### src/rtl/lcdc_spi_pkg.sv
package lcdc_spi_pkg;
  localparam logic [4:0]  HDR_PATTERN    = 5'b01110;
  localparam logic [15:0] PIXEL_PORT_IDX = 16'h0022;
  localparam logic [15:0] ID_CODE_IDX    = 16'h0000;
  localparam logic [11:0] ID_CODE_FAMILY = 12'h922;
  localparam logic [15:0] OSC_START_VAL  = 16'h0001;

  typedef enum logic [1:0] {
    FR_HDR = 2'd0,
    FR_ACT = 2'd1,
    FR_IGN = 2'd2
  } frame_st_e;

  typedef struct packed {
    logic sel_data;
    logic is_read;
  } hdr_t;
endpackage

### src/rtl/lcdc_spi_shift.sv
module lcdc_spi_shift #(
  parameter int SYNC_STAGES = 2,
  parameter int CNT_W       = 8
) (
  input  logic             clk,
  input  logic             rst_n,
  input  logic             sclk_i,
  input  logic             cs_n_i,
  input  logic             mosi_i,
  input  logic [7:0]       tx_byte_i,
  output logic             miso_o,
  output logic             sel_o,
  output logic             byte_vld_o,
  output logic [CNT_W-1:0] byte_idx_o,
  output logic [CNT_W-1:0] byte_cnt_o,
  output logic [7:0]       rx_byte_o
);
  localparam logic [CNT_W-1:0] CNT_MAX = {CNT_W{1'b1}};

  logic [SYNC_STAGES-1:0] sclk_sy, cs_sy, mosi_sy;
  logic sclk_prev;
  logic sclk_s, cs_s, mosi_s, rise, fall;

  logic [2:0]       bit_cnt_q, bit_cnt_d;
  logic [CNT_W-1:0] byte_cnt_q, byte_cnt_d;
  logic [CNT_W-1:0] idx_q, idx_d;
  logic [6:0]       rx_sr_q, rx_sr_d;
  logic [7:0]       rx_byte_q, rx_byte_d;
  logic [7:0]       tx_sr_q, tx_sr_d;
  logic             miso_q, miso_d;
  logic             vld_q, vld_d;

  assign sclk_s = sclk_sy[SYNC_STAGES-1];
  assign cs_s   = cs_sy[SYNC_STAGES-1];
  assign mosi_s = mosi_sy[SYNC_STAGES-1];
  assign rise   = sclk_s & ~sclk_prev & ~cs_s;
  assign fall   = ~sclk_s & sclk_prev & ~cs_s;

  always_ff @(posedge clk or negedge rst_n) begin
    if (!rst_n) begin
      sclk_sy   <= '0;
      cs_sy     <= '1;
      mosi_sy   <= '0;
      sclk_prev <= 1'b0;
    end else begin
      sclk_sy   <= {sclk_sy[SYNC_STAGES-2:0], sclk_i};
      cs_sy     <= {cs_sy[SYNC_STAGES-2:0], cs_n_i};
      mosi_sy   <= {mosi_sy[SYNC_STAGES-2:0], mosi_i};
      sclk_prev <= sclk_s;
    end
  end

  always_comb begin
    bit_cnt_d  = bit_cnt_q;
    byte_cnt_d = byte_cnt_q;
    idx_d      = idx_q;
    rx_sr_d    = rx_sr_q;
    rx_byte_d  = rx_byte_q;
    tx_sr_d    = tx_sr_q;
    miso_d     = miso_q;
    vld_d      = 1'b0;
    if (cs_s) begin
      bit_cnt_d  = '0;
      byte_cnt_d = '0;
      tx_sr_d    = '0;
      miso_d     = 1'b0;
    end else begin
      if (rise) begin
        rx_sr_d   = {rx_sr_q[5:0], mosi_s};
        bit_cnt_d = bit_cnt_q + 3'd1;
        if (bit_cnt_q == 3'd7) begin
          vld_d     = 1'b1;
          rx_byte_d = {rx_sr_q, mosi_s};
          idx_d     = byte_cnt_q;
          if (byte_cnt_q != CNT_MAX) byte_cnt_d = byte_cnt_q + 1'b1;
        end
      end
      if (fall) begin
        if (bit_cnt_q == 3'd0) begin
          miso_d  = tx_byte_i[7];
          tx_sr_d = {tx_byte_i[6:0], 1'b0};
        end else begin
          miso_d  = tx_sr_q[7];
          tx_sr_d = {tx_sr_q[6:0], 1'b0};
        end
      end
    end
  end

  always_ff @(posedge clk or negedge rst_n) begin
    if (!rst_n) begin
      bit_cnt_q  <= '0;
      byte_cnt_q <= '0;
      idx_q      <= '0;
      rx_sr_q    <= '0;
      rx_byte_q  <= '0;
      tx_sr_q    <= '0;
      miso_q     <= 1'b0;
      vld_q      <= 1'b0;
    end else begin
      bit_cnt_q  <= bit_cnt_d;
      byte_cnt_q <= byte_cnt_d;
      idx_q      <= idx_d;
      rx_sr_q    <= rx_sr_d;
      rx_byte_q  <= rx_byte_d;
      tx_sr_q    <= tx_sr_d;
      miso_q     <= miso_d;
      vld_q      <= vld_d;
    end
  end

  assign miso_o     = miso_q;
  assign sel_o      = ~cs_s;
  assign byte_vld_o = vld_q;
  assign byte_idx_o = idx_q;
  assign byte_cnt_o = byte_cnt_q;
  assign rx_byte_o  = rx_byte_q;


  cs_clear_chk: assert property (@(posedge clk) disable iff (!rst_n)
    cs_s |=> (bit_cnt_q == 3'd0 && byte_cnt_q == '0 && !miso_q));


  byte_align_chk: assert property (@(posedge clk) disable iff (!rst_n)
    vld_q |-> (bit_cnt_q == 3'd0));
endmodule

### src/rtl/lcdc_frame_ctl.sv
module lcdc_frame_ctl
  import lcdc_spi_pkg::*;
#(
  parameter logic DEV_ID = 1'b1,
  parameter int   CNT_W  = 8
) (
  input  logic             clk,
  input  logic             rst_n,
  input  logic             sel_i,
  input  logic             byte_vld_i,
  input  logic [CNT_W-1:0] byte_idx_i,
  input  logic [CNT_W-1:0] byte_cnt_i,
  input  logic [7:0]       rx_byte_i,
  input  logic [15:0]      reg_rdata_i,
  input  logic             osc_en_i,
  output logic [7:0]       tx_byte_o,
  output logic [15:0]      index_o,
  output logic             wr_en_o,
  output logic [15:0]      wr_data_o,
  output logic             gram_we_o,
  output logic [15:0]      gram_data_o,
  output logic             ignore_o
);
  frame_st_e   st_q, st_d;
  hdr_t        hdr_q, hdr_d;
  logic [7:0]  hi_q, hi_d;
  logic [15:0] index_q, index_d;
  logic [15:0] rd_word_q, rd_word_d;
  logic        wr_en_q, wr_en_d;
  logic [15:0] wr_data_q, wr_data_d;
  logic        gram_we_q, gram_we_d;
  logic [15:0] gram_data_q, gram_data_d;
  logic [15:0] status_w;

  assign status_w = {osc_en_i, 7'b0, index_q[7:0]};

  always_comb begin
    st_d        = st_q;
    hdr_d       = hdr_q;
    hi_d        = hi_q;
    index_d     = index_q;
    rd_word_d   = rd_word_q;
    wr_en_d     = 1'b0;
    wr_data_d   = wr_data_q;
    gram_we_d   = 1'b0;
    gram_data_d = gram_data_q;
    if (!sel_i) begin
      st_d = FR_HDR;
    end else if (byte_vld_i) begin
      unique case (st_q)
        FR_HDR: begin
          if (rx_byte_i[7:3] == HDR_PATTERN && rx_byte_i[2] == DEV_ID) begin
            st_d           = FR_ACT;
            hdr_d.sel_data = rx_byte_i[1];
            hdr_d.is_read  = rx_byte_i[0];
            rd_word_d      = rx_byte_i[1] ? reg_rdata_i : status_w;
          end else begin
            st_d = FR_IGN;
          end
        end
        FR_ACT: begin
          if (!hdr_q.is_read) begin
            if (byte_idx_i[0]) begin
              hi_d = rx_byte_i;
            end else if (hdr_q.sel_data) begin
              if (index_q == PIXEL_PORT_IDX) begin
                gram_we_d   = 1'b1;
                gram_data_d = {hi_q, rx_byte_i};
              end else begin
                wr_en_d   = 1'b1;
                wr_data_d = {hi_q, rx_byte_i};
              end
            end else if (byte_idx_i == CNT_W'(2)) begin
              index_d = {hi_q, rx_byte_i};
            end
          end
        end
        default: ;
      endcase
    end
  end

  always_ff @(posedge clk or negedge rst_n) begin
    if (!rst_n) begin
      st_q        <= FR_HDR;
      hdr_q       <= '0;
      hi_q        <= '0;
      index_q     <= '0;
      rd_word_q   <= '0;
      wr_en_q     <= 1'b0;
      wr_data_q   <= '0;
      gram_we_q   <= 1'b0;
      gram_data_q <= '0;
    end else begin
      st_q        <= st_d;
      hdr_q       <= hdr_d;
      hi_q        <= hi_d;
      index_q     <= index_d;
      rd_word_q   <= rd_word_d;
      wr_en_q     <= wr_en_d;
      wr_data_q   <= wr_data_d;
      gram_we_q   <= gram_we_d;
      gram_data_q <= gram_data_d;
    end
  end

  always_comb begin
    tx_byte_o = 8'h00;
    if (st_q == FR_ACT && hdr_q.is_read) begin
      if (byte_cnt_i == CNT_W'(2))      tx_byte_o = rd_word_q[15:8];
      else if (byte_cnt_i == CNT_W'(3)) tx_byte_o = rd_word_q[7:0];
    end
  end

  assign index_o     = index_q;
  assign wr_en_o     = wr_en_q;
  assign wr_data_o   = wr_data_q;
  assign gram_we_o   = gram_we_q;
  assign gram_data_o = gram_data_q;
  assign ignore_o    = (st_q == FR_IGN);


  gram_gap_chk: assert property (@(posedge clk) disable iff (!rst_n)
    gram_we_q |=> !gram_we_q);


  ign_quiet_chk: assert property (@(posedge clk) disable iff (!rst_n)
    (st_q == FR_IGN) |-> (!wr_en_q && !gram_we_q));


  idx_hold_chk: assert property (@(posedge clk) disable iff (!rst_n)
    (st_q != FR_ACT) |=> $stable(index_q));
endmodule

### src/rtl/lcdc_regfile.sv
module lcdc_regfile
  import lcdc_spi_pkg::*;
#(
  parameter int         NUM_REGS = 32,
  parameter int         REG_BASE = 1,
  parameter logic [3:0] DEV_REV  = 4'h1
) (
  input  logic        clk,
  input  logic        rst_n,
  input  logic [15:0] addr_i,
  input  logic        wr_en_i,
  input  logic [15:0] wr_data_i,
  output logic [15:0] rdata_o,
  output logic        osc_en_o
);
  logic [15:0]         regs_q [NUM_REGS];
  logic [NUM_REGS-1:0] hit;
  logic                osc_q, osc_d;

  for (genvar g = 0; g < NUM_REGS; g++) begin : g_word
    assign hit[g] = (addr_i == 16'(REG_BASE + g));
    always_ff @(posedge clk or negedge rst_n) begin
      if (!rst_n)                 regs_q[g] <= '0;
      else if (wr_en_i && hit[g]) regs_q[g] <= wr_data_i;
    end
  end

  always_comb begin
    osc_d = osc_q;
    if (wr_en_i && addr_i == ID_CODE_IDX && wr_data_i == OSC_START_VAL) osc_d = 1'b1;
  end

  always_ff @(posedge clk or negedge rst_n) begin
    if (!rst_n) osc_q <= 1'b0;
    else        osc_q <= osc_d;
  end

  always_comb begin
    rdata_o = '0;
    if (addr_i == ID_CODE_IDX) rdata_o = {ID_CODE_FAMILY, DEV_REV};
    for (int i = 0; i < NUM_REGS; i++) begin
      if (hit[i]) rdata_o = regs_q[i];
    end
  end

  assign osc_en_o = osc_q;


  we_onehot_chk: assert property (@(posedge clk) disable iff (!rst_n)
    $onehot0(hit & {NUM_REGS{wr_en_i}}));


  osc_hold_chk: assert property (@(posedge clk) disable iff (!rst_n)
    osc_q |=> osc_q);
endmodule

### src/rtl/lcdc_spi_front.sv
module lcdc_spi_front #(
  parameter int         SYNC_STAGES = 2,
  parameter int         CNT_W       = 8,
  parameter logic       DEV_ID      = 1'b1,
  parameter logic [3:0] DEV_REV     = 4'h1,
  parameter int         NUM_REGS    = 32,
  parameter int         REG_BASE    = 1
) (
  input  logic        clk,
  input  logic        rst_n,
  input  logic        spi_sclk,
  input  logic        spi_cs_n,
  input  logic        spi_mosi,
  output logic        spi_miso,
  output logic        osc_en,
  output logic        gram_we,
  output logic [15:0] gram_wdata
);
  logic             sel, byte_vld, wr_en, ignore;
  logic [CNT_W-1:0] byte_idx, byte_cnt;
  logic [7:0]       rx_byte, tx_byte;
  logic [15:0]      index, wr_data, reg_rdata;

  lcdc_spi_shift #(.SYNC_STAGES(SYNC_STAGES), .CNT_W(CNT_W)) u_shift (
    .clk(clk), .rst_n(rst_n), .sclk_i(spi_sclk), .cs_n_i(spi_cs_n), .mosi_i(spi_mosi),
    .tx_byte_i(tx_byte), .miso_o(spi_miso), .sel_o(sel), .byte_vld_o(byte_vld),
    .byte_idx_o(byte_idx), .byte_cnt_o(byte_cnt), .rx_byte_o(rx_byte)
  );

  lcdc_frame_ctl #(.DEV_ID(DEV_ID), .CNT_W(CNT_W)) u_ctl (
    .clk(clk), .rst_n(rst_n), .sel_i(sel), .byte_vld_i(byte_vld), .byte_idx_i(byte_idx),
    .byte_cnt_i(byte_cnt), .rx_byte_i(rx_byte), .reg_rdata_i(reg_rdata), .osc_en_i(osc_en),
    .tx_byte_o(tx_byte), .index_o(index), .wr_en_o(wr_en), .wr_data_o(wr_data),
    .gram_we_o(gram_we), .gram_data_o(gram_wdata), .ignore_o(ignore)
  );

  lcdc_regfile #(.NUM_REGS(NUM_REGS), .REG_BASE(REG_BASE), .DEV_REV(DEV_REV)) u_regs (
    .clk(clk), .rst_n(rst_n), .addr_i(index), .wr_en_i(wr_en), .wr_data_i(wr_data),
    .rdata_o(reg_rdata), .osc_en_o(osc_en)
  );


  ign_miso_chk: assert property (@(posedge clk) disable iff (!rst_n)
    ignore |-> !spi_miso);
endmodule

### config.mk
export PLATFORM = sky130hd
export DESIGN_NAME = lcdc_spi_front
export DESIGN_NICKNAME = d
export VERILOG_FILES = /design/src/rtl/lcdc_spi_pkg.sv /design/src/rtl/lcdc_spi_shift.sv /design/src/rtl/lcdc_frame_ctl.sv /design/src/rtl/lcdc_regfile.sv /design/src/rtl/lcdc_spi_front.sv
export SDC_FILE = /design/constraint.sdc
export NUM_CORES = 1
export LEC_CHECK = 0
export CAP_MARGIN = 20
export CORE_AREA = 2 2 238 263
export CTS_CLUSTER_SIZE = 40
export DETAILED_ROUTE_END_ITERATION = 16
export DIE_AREA = 0 0 240 265
export HOLD_SLACK_MARGIN = 0.06
export PLACE_DENSITY = 0.75
export SKIP_LAST_GASP = 1
export SYNTH_ARGS = -nofsm -noshare
export SYNTH_HDL_FRONTEND = slang
export SYNTH_HIERARCHICAL = 1
export SYNTH_SLANG_ARGS = --single-unit
### constraint.sdc
create_clock -name clk -period 3.8 [get_ports clk]
set_input_delay 0.95 -clock clk [delete_from_list [all_inputs] [get_ports clk]]
set_output_delay 0.95 -clock clk [all_outputs]
set_load 0.02 [all_outputs]
==> flow_metrics.tcl, run 1 <==
set metrics [dict create \
    status "finished, final reports clean" \
    period_needed_ps 3800 \
    clk_path_buf_depth 3 \
    grt_pass1_wl_um 135000 \
    port_buffers 23 \
    max_slew_margin 0.265 \
    slew_viol_final 0 \
    tns_ps 0 \
    final_cells 3249 \
    layout_commonest_cell "dfrtp_1" \
    clockRootBuffer "clkbuf_16" \
    reg2regPathDepth 10 \
    switching_power_mw 2.88 \
    worstMarginPinSlew_ps 1100 \
    cp_max_fo 26 \
    synth_warnings 6 \
    sw_frac_of_total 0.206 \
    drive_gt1_frac 0.375 \
    firstDrtPassIters 6 \
    cap_viol_max_count 0 \
    final_antenna_net_count 0 \
    cts_max_level 3 \
    leakage_nw 16.0 \
    dpl.hpwl_um 57100 \
    syn_area_per_cell_um2 12.7 \
    max_freq_ghz 0.263 \
    setup_viol 0 \
    drt-wirelength-per-cell_um 27.3 \
    io_pins 24 \
    die_w_um 240 \
    finish.net_count 2383 \
    cts_tree "done" \
    intPower_mw 11.1 \
    wirelength_um 88600 \
    fin_skew_ps 25.3 \
    ctsHoldBuffers 0 \
    worstSetupEndpointType "flop" \
    required_ps 4270 \
    worst-setup-path-type "flop to flop" \
    dp_cells 3126 \
    rsz0062_at_grt "true" \
    clkLatencyLatePin_ps 610 \
    grt_max_degree 121 \
    track_usage 0.281 \
    synth_nets 2328 \
    syn_inst 2319 \
    final_area_um2 33700 \
    grt_pass1_vias 21400 \
    hp-class "input port to async pin" \
    finalCritPeriodShare 0.999 \
    startpoint_type "flop" \
    pwr-share-clk 0.492 \
    antenna_found_initial 0 \
    critPathArrivalTime_ps 4270 \
    power_frac_comb 0.015 \
    coreArea_um2 60900 \
    hold_ws_ps 295 \
    layout_common_cells "636 x dfrtp_1, 588 x mux2_2, 142 x nand2_1" \
    finalCoreUtilization 0.553 \
    avgViaCountPerCell 6.46 \
    numCtsBuffers 66 \
    place_area_um2 31200 \
    rows 95 \
    setup_slack_ps 3.12 \
    clock_sinks 641 \
    start_util 0.486 \
    synthesis.area_um2 29600 \
    place_congestion 0.925 \
    grt-ovfl-total 0 \
    area_delta_synth_final_pct 13.9 \
    die_h_um 265 \
    pre_cts_ws_ps -118 \
    p_per_area_nw_per_um2 415 \
    num_vias 21000 \
    path_clk_slew_ps 70 \
    peakVddDrop_mv 0.331 \
    seqPwrFrac 0.493 \
    drt_iter0_drc 2173 \
    power_mw 14.0 \
    dieArea_um2 63600 \
    final-hold-violation-count 0 \
    drcViolationCount 0 \
]
worst max-delay path, stage by stage, from the launching register on:
cell     delay, ps
dfrtp_1        410
or4_1          610
buf_12         210
or4_1          750
o22ai_1        320
nor3_2         120
o31ai_2        440
a21o_1         270
a31oi_1        150
mux2i_1        240
o21ai_0        110
layer usage:
metal	vias up	share of wire	track usage
met3	227	0.078	0.0535
met2	1004	0.47	0.443
met1	11000	0.40	0.372
li1	8777	-	-
met5	-	0	0
met4	0	0.051	0.143
state kept, by name (all words and copies together) (netlist names), 2 cells and up:
name / flops
u_shift/byte_idx_o: 8
u_shift/mosi_sy: 2
u_shift/sclk_sy: 2
u_shift/rx_byte_o: 8
u_shift/cs_sy: 2
u_ctl/gram_data_o: 16
u_shift/bit_cnt_q: 3
u_ctl/st_q: 2
u_ctl/wr_data_o: 16
u_regs/regs_q: 512
u_ctl/rd_word_q: 16
u_ctl/index_o: 16
u_shift/rx_sr_q: 7
u_ctl/hi_q: 8
u_ctl/hdr_q: 2
u_shift/byte_cnt_o: 8
u_shift/tx_sr_q: 7
path summary, 6_finish.rpt:
| check | end | slack (ps) | startpoint |
|---|---|---|---|
| worst min-delay path | u_regs/regs_q[506]$_DFFE_PN0P_ | 290 | rst_n |
| worst min register to register | u_shift/cs_sy[1]$_DFF_PN1_ | 360 | u_shift/cs_sy[0]$_DFF_PN1_ |
| worst max-delay path | u_ctl/rd_word_q[7]$_DFFE_PN0P_ | 3 | u_ctl/index_o[15]$_DFFE_PN0P_ |
| max in group asynchronous | u_regs/regs_q[327]$_DFFE_PN0P_ | 2410 | rst_n |
| min in group clk | u_shift/cs_sy[1]$_DFF_PN1_ | 360 | u_shift/cs_sy[0]$_DFF_PN1_ |
| worst max register to register | u_ctl/rd_word_q[7]$_DFFE_PN0P_ | 3 | u_ctl/index_o[15]$_DFFE_PN0P_ |
area by class of cell:
type	count	area, um2
Fill cell	4954	27200
Sequential cell	641	16100
Multi-Input combinational cell	1493	12800
Clock buffer	99	1990
Timing Repair Buffer	155	1380
Tap cell	824	1030
Clock inverter	19	309
Inverter	17	63.8
Antenna cell	1	2.50
power by group through the flow:
stage	sequential [mW]	clock (mW)	combinational (mW)
after floorplan	7.00	0	0.0482
after global placement	7.01	0	0.207
after detailed placement	7.01	0	0.216
after CTS	6.89	6.97	0.216
after global routing	6.89	7.25	0.240
final	6.89	6.87	0.206
repair_timing:
item | in CTS | in global routing
endpoints found under the setup margin | 8 | 12
pin swaps | 0 | 7
buffers inserted | 0 | 2
gates resized for setup | 9 | 18
gates cloned | 0 | 0
No activity file was read; power rests on OpenSTA's default activity.
==> run 2: changes to the inputs <==
Settings changed: CORE_AREA 2 2 238 263 to 2 2 251 277, DIE_AREA 0 0 240 265 to 0 0 253 279, PLACE_DENSITY 0.75 to 0.7.
==> run 2 against run 1 <==
- maximum frequency increased by 3.8%
- sequential share of layout area down 0.18 points
- clock skew increased by 2.5 ps
- combinational power is 6% higher
- via count increased by 0.43%
- critical path depth grew 1
- first-iteration DRC count shrank 2.0%
- routed wire length grew 6.8%
- non-clock buffer count rose by 45
- critical path type unchanged
==> flow_metrics.tcl, run 2 (synthesis gave the netlist of run 1 again) <==
set metrics [dict create \
    status "finished, final reports clean" \
    pwr-share-clk 0.476 \
    finalCoreUtilization 0.500 \
    grt_max_degree 89 \
    track_usage 0.271 \
    grt_pass1_wl_um 143000 \
    die_w_um 253 \
    cts_setup_buffers 0 \
    n_antenna_cell 0 \
    pre_cts_ws_ps -43.4 \
    clk_path_buf_depth 3 \
    drive_gt1_frac 0.379 \
    finish.net_count 2430 \
    final_antenna_net_count 0 \
    max_slew_margin 0.290 \
    worst-setup-path-type "flop to flop" \
    die_h_um 279 \
    p_per_area_nw_per_um2 401 \
    final_cells 3338 \
    required_ps 4330 \
    wirelength_um 94600 \
    max_freq_ghz 0.273 \
    largest_register "u_regs/regs_q" \
    sw_frac_of_total 0.221 \
    power_frac_comb 0.016 \
    setup_slack_ps 142 \
    dieArea_um2 70600 \
    worstMarginPinSlew_ps 1060 \
    worstSetupEndpointType "flop" \
    rsz0062_at_grt "false" \
    hold_ws_ps 350 \
    layout_commonest_cell "dfrtp_1" \
    grt_pass1_vias 21900 \
    place_congestion 0.972 \
    dp_cells 3217 \
    grt-ovfl-total 0 \
    clock_sinks 641 \
    switching_power_mw 2.99 \
    area_delta_synth_final_pct 14.3 \
    cp_max_fo 9 \
    layout_common_cells "637 x dfrtp_1, 588 x mux2_2, 163 x buf_4" \
    num_vias 21100 \
    leakage_nw 16.2 \
    fin_skew_ps 27.8 \
    final-hold-violation-count 0 \
    startpoint_type "flop" \
    critPathArrivalTime_ps 4190 \
    peakVddDrop_mv 0.250 \
    largest_register_ffs 512 \
    start_util 0.437 \
    firstDrtPassIters 6 \
    power_mw 13.6 \
    drcViolationCount 0 \
    drt_iter0_drc 2129 \
    seqPwrFrac 0.508 \
    path_clk_slew_ps 60 \
    slew_viol_final 0 \
    cap_viol_max_count 0 \
    drt-wirelength-per-cell_um 28.3 \
    finalCritPeriodShare 0.963 \
    avgViaCountPerCell 6.32 \
    clockRootBuffer "clkbuf_16" \
    coreArea_um2 67600 \
    port_buffers 23 \
    io_pins 24 \
    period_needed_ps 3660 \
    antenna_found_initial 1 \
    rows 100 \
    cts_tree "done" \
    intPower_mw 10.6 \
    numCtsBuffers 68 \
    dpl.hpwl_um 63300 \
    cts_max_level 3 \
    setup_viol 0 \
    hp-class "input port to async pin" \
    clkLatencyLatePin_ps 620 \
    num-fill-cells 5799 \
]
## run 2: changes by cell type in the layout (fill, tap and decap cells not counted), sizes merged, moves of 5 or more
| cell | before | now |
|---|---|---|
| buf | 132 | 178 |
| clkinv | 10 | 17 |
| inv | 17 | 22 |
| bufinv | 8 | 1 |
| clkbuf | 100 | 95 |
## run 2: worst paths after layout
kind	cells after the start	slack, ps	startpoint	to
min	1	350	rst_n	u_shift/rx_sr_q[2]$_DFFE_PN0P_
min in group clk	0	350	u_shift/sclk_sy[0]$_DFF_PN0_	u_shift/sclk_sy[1]$_DFF_PN0_
max reg2reg	11	140	u_ctl/index_o[0]$_DFFE_PN0P_	u_ctl/rd_word_q[10]$_DFFE_PN0P_
max	11	140	u_ctl/index_o[0]$_DFFE_PN0P_	u_ctl/rd_word_q[10]$_DFFE_PN0P_
max in group asynchronous	2	2430	rst_n	u_regs/regs_q[116]$_DFFE_PN0P_
min reg2reg	0	350	u_shift/sclk_sy[0]$_DFF_PN0_	u_shift/sclk_sy[1]$_DFF_PN0_
## run 2: critical path, stage by stage, from the launching register on
cell and delay [ps]:
dfrtp_4 510, or4b_1 770, nor4_4 570, buf_4 250, a221oi_1 110, nor4_1 320
buf_4 180, o211ai_1 150, and3_1 310, o211ai_1 190, nand2_1 70, o21ai_0 130
## run 2: power groups by stage
| stage | Clock, mW | Combinational (mW) | Sequential (mW) |
|---|---|---|---|
| floorplan | 0 | 0.0482 | 7.00 |
| global placement | 0 | 0.217 | 7.01 |
| detailed placement | 0 | 0.226 | 7.01 |
| CTS | 6.56 | 0.228 | 6.89 |
| global route | 6.82 | 0.251 | 6.89 |
| finish | 6.45 | 0.218 | 6.89 |
## run 2: through the flow
| step | instance area [um2] | TNS, ps |
|---|---|---|
| finish | 33800 | 0 |
| global route | 33800 | 0 |
| CTS | 33700 | 0 |
| detailed placement | 31600 | -43.4 |
| global placement | 31600 | 0 |
| floorplan | 29600 | 0 |
## run 2: metal layers
metal  track usage  up-vias  routed length [um]
met2         0.430      884               44300
met1         0.360    11100               39100
met3        0.0359      266                5760
li1              -     8852                   -
met5             0        -                  13
met4         0.148        2                5400
## run 2: area by class of cell
type	count	area, um2	share of cell area
clock buffer	95	1940	0.0573
tap	867	1080	0.0321
inverter	17	63.8	0.00189
multi-input combinational	1493	12700	0.377
sequential	641	16100	0.475
timing repair buffer	200	1730	0.0512
clock inverter	25	193	0.00570
## run 2: timing repair
item                       4_1_cts  5_1_grt
pin swaps                        0        1
setup endpoints to repair        1        5
hold buffers                     0        0
resized for setup                1        6
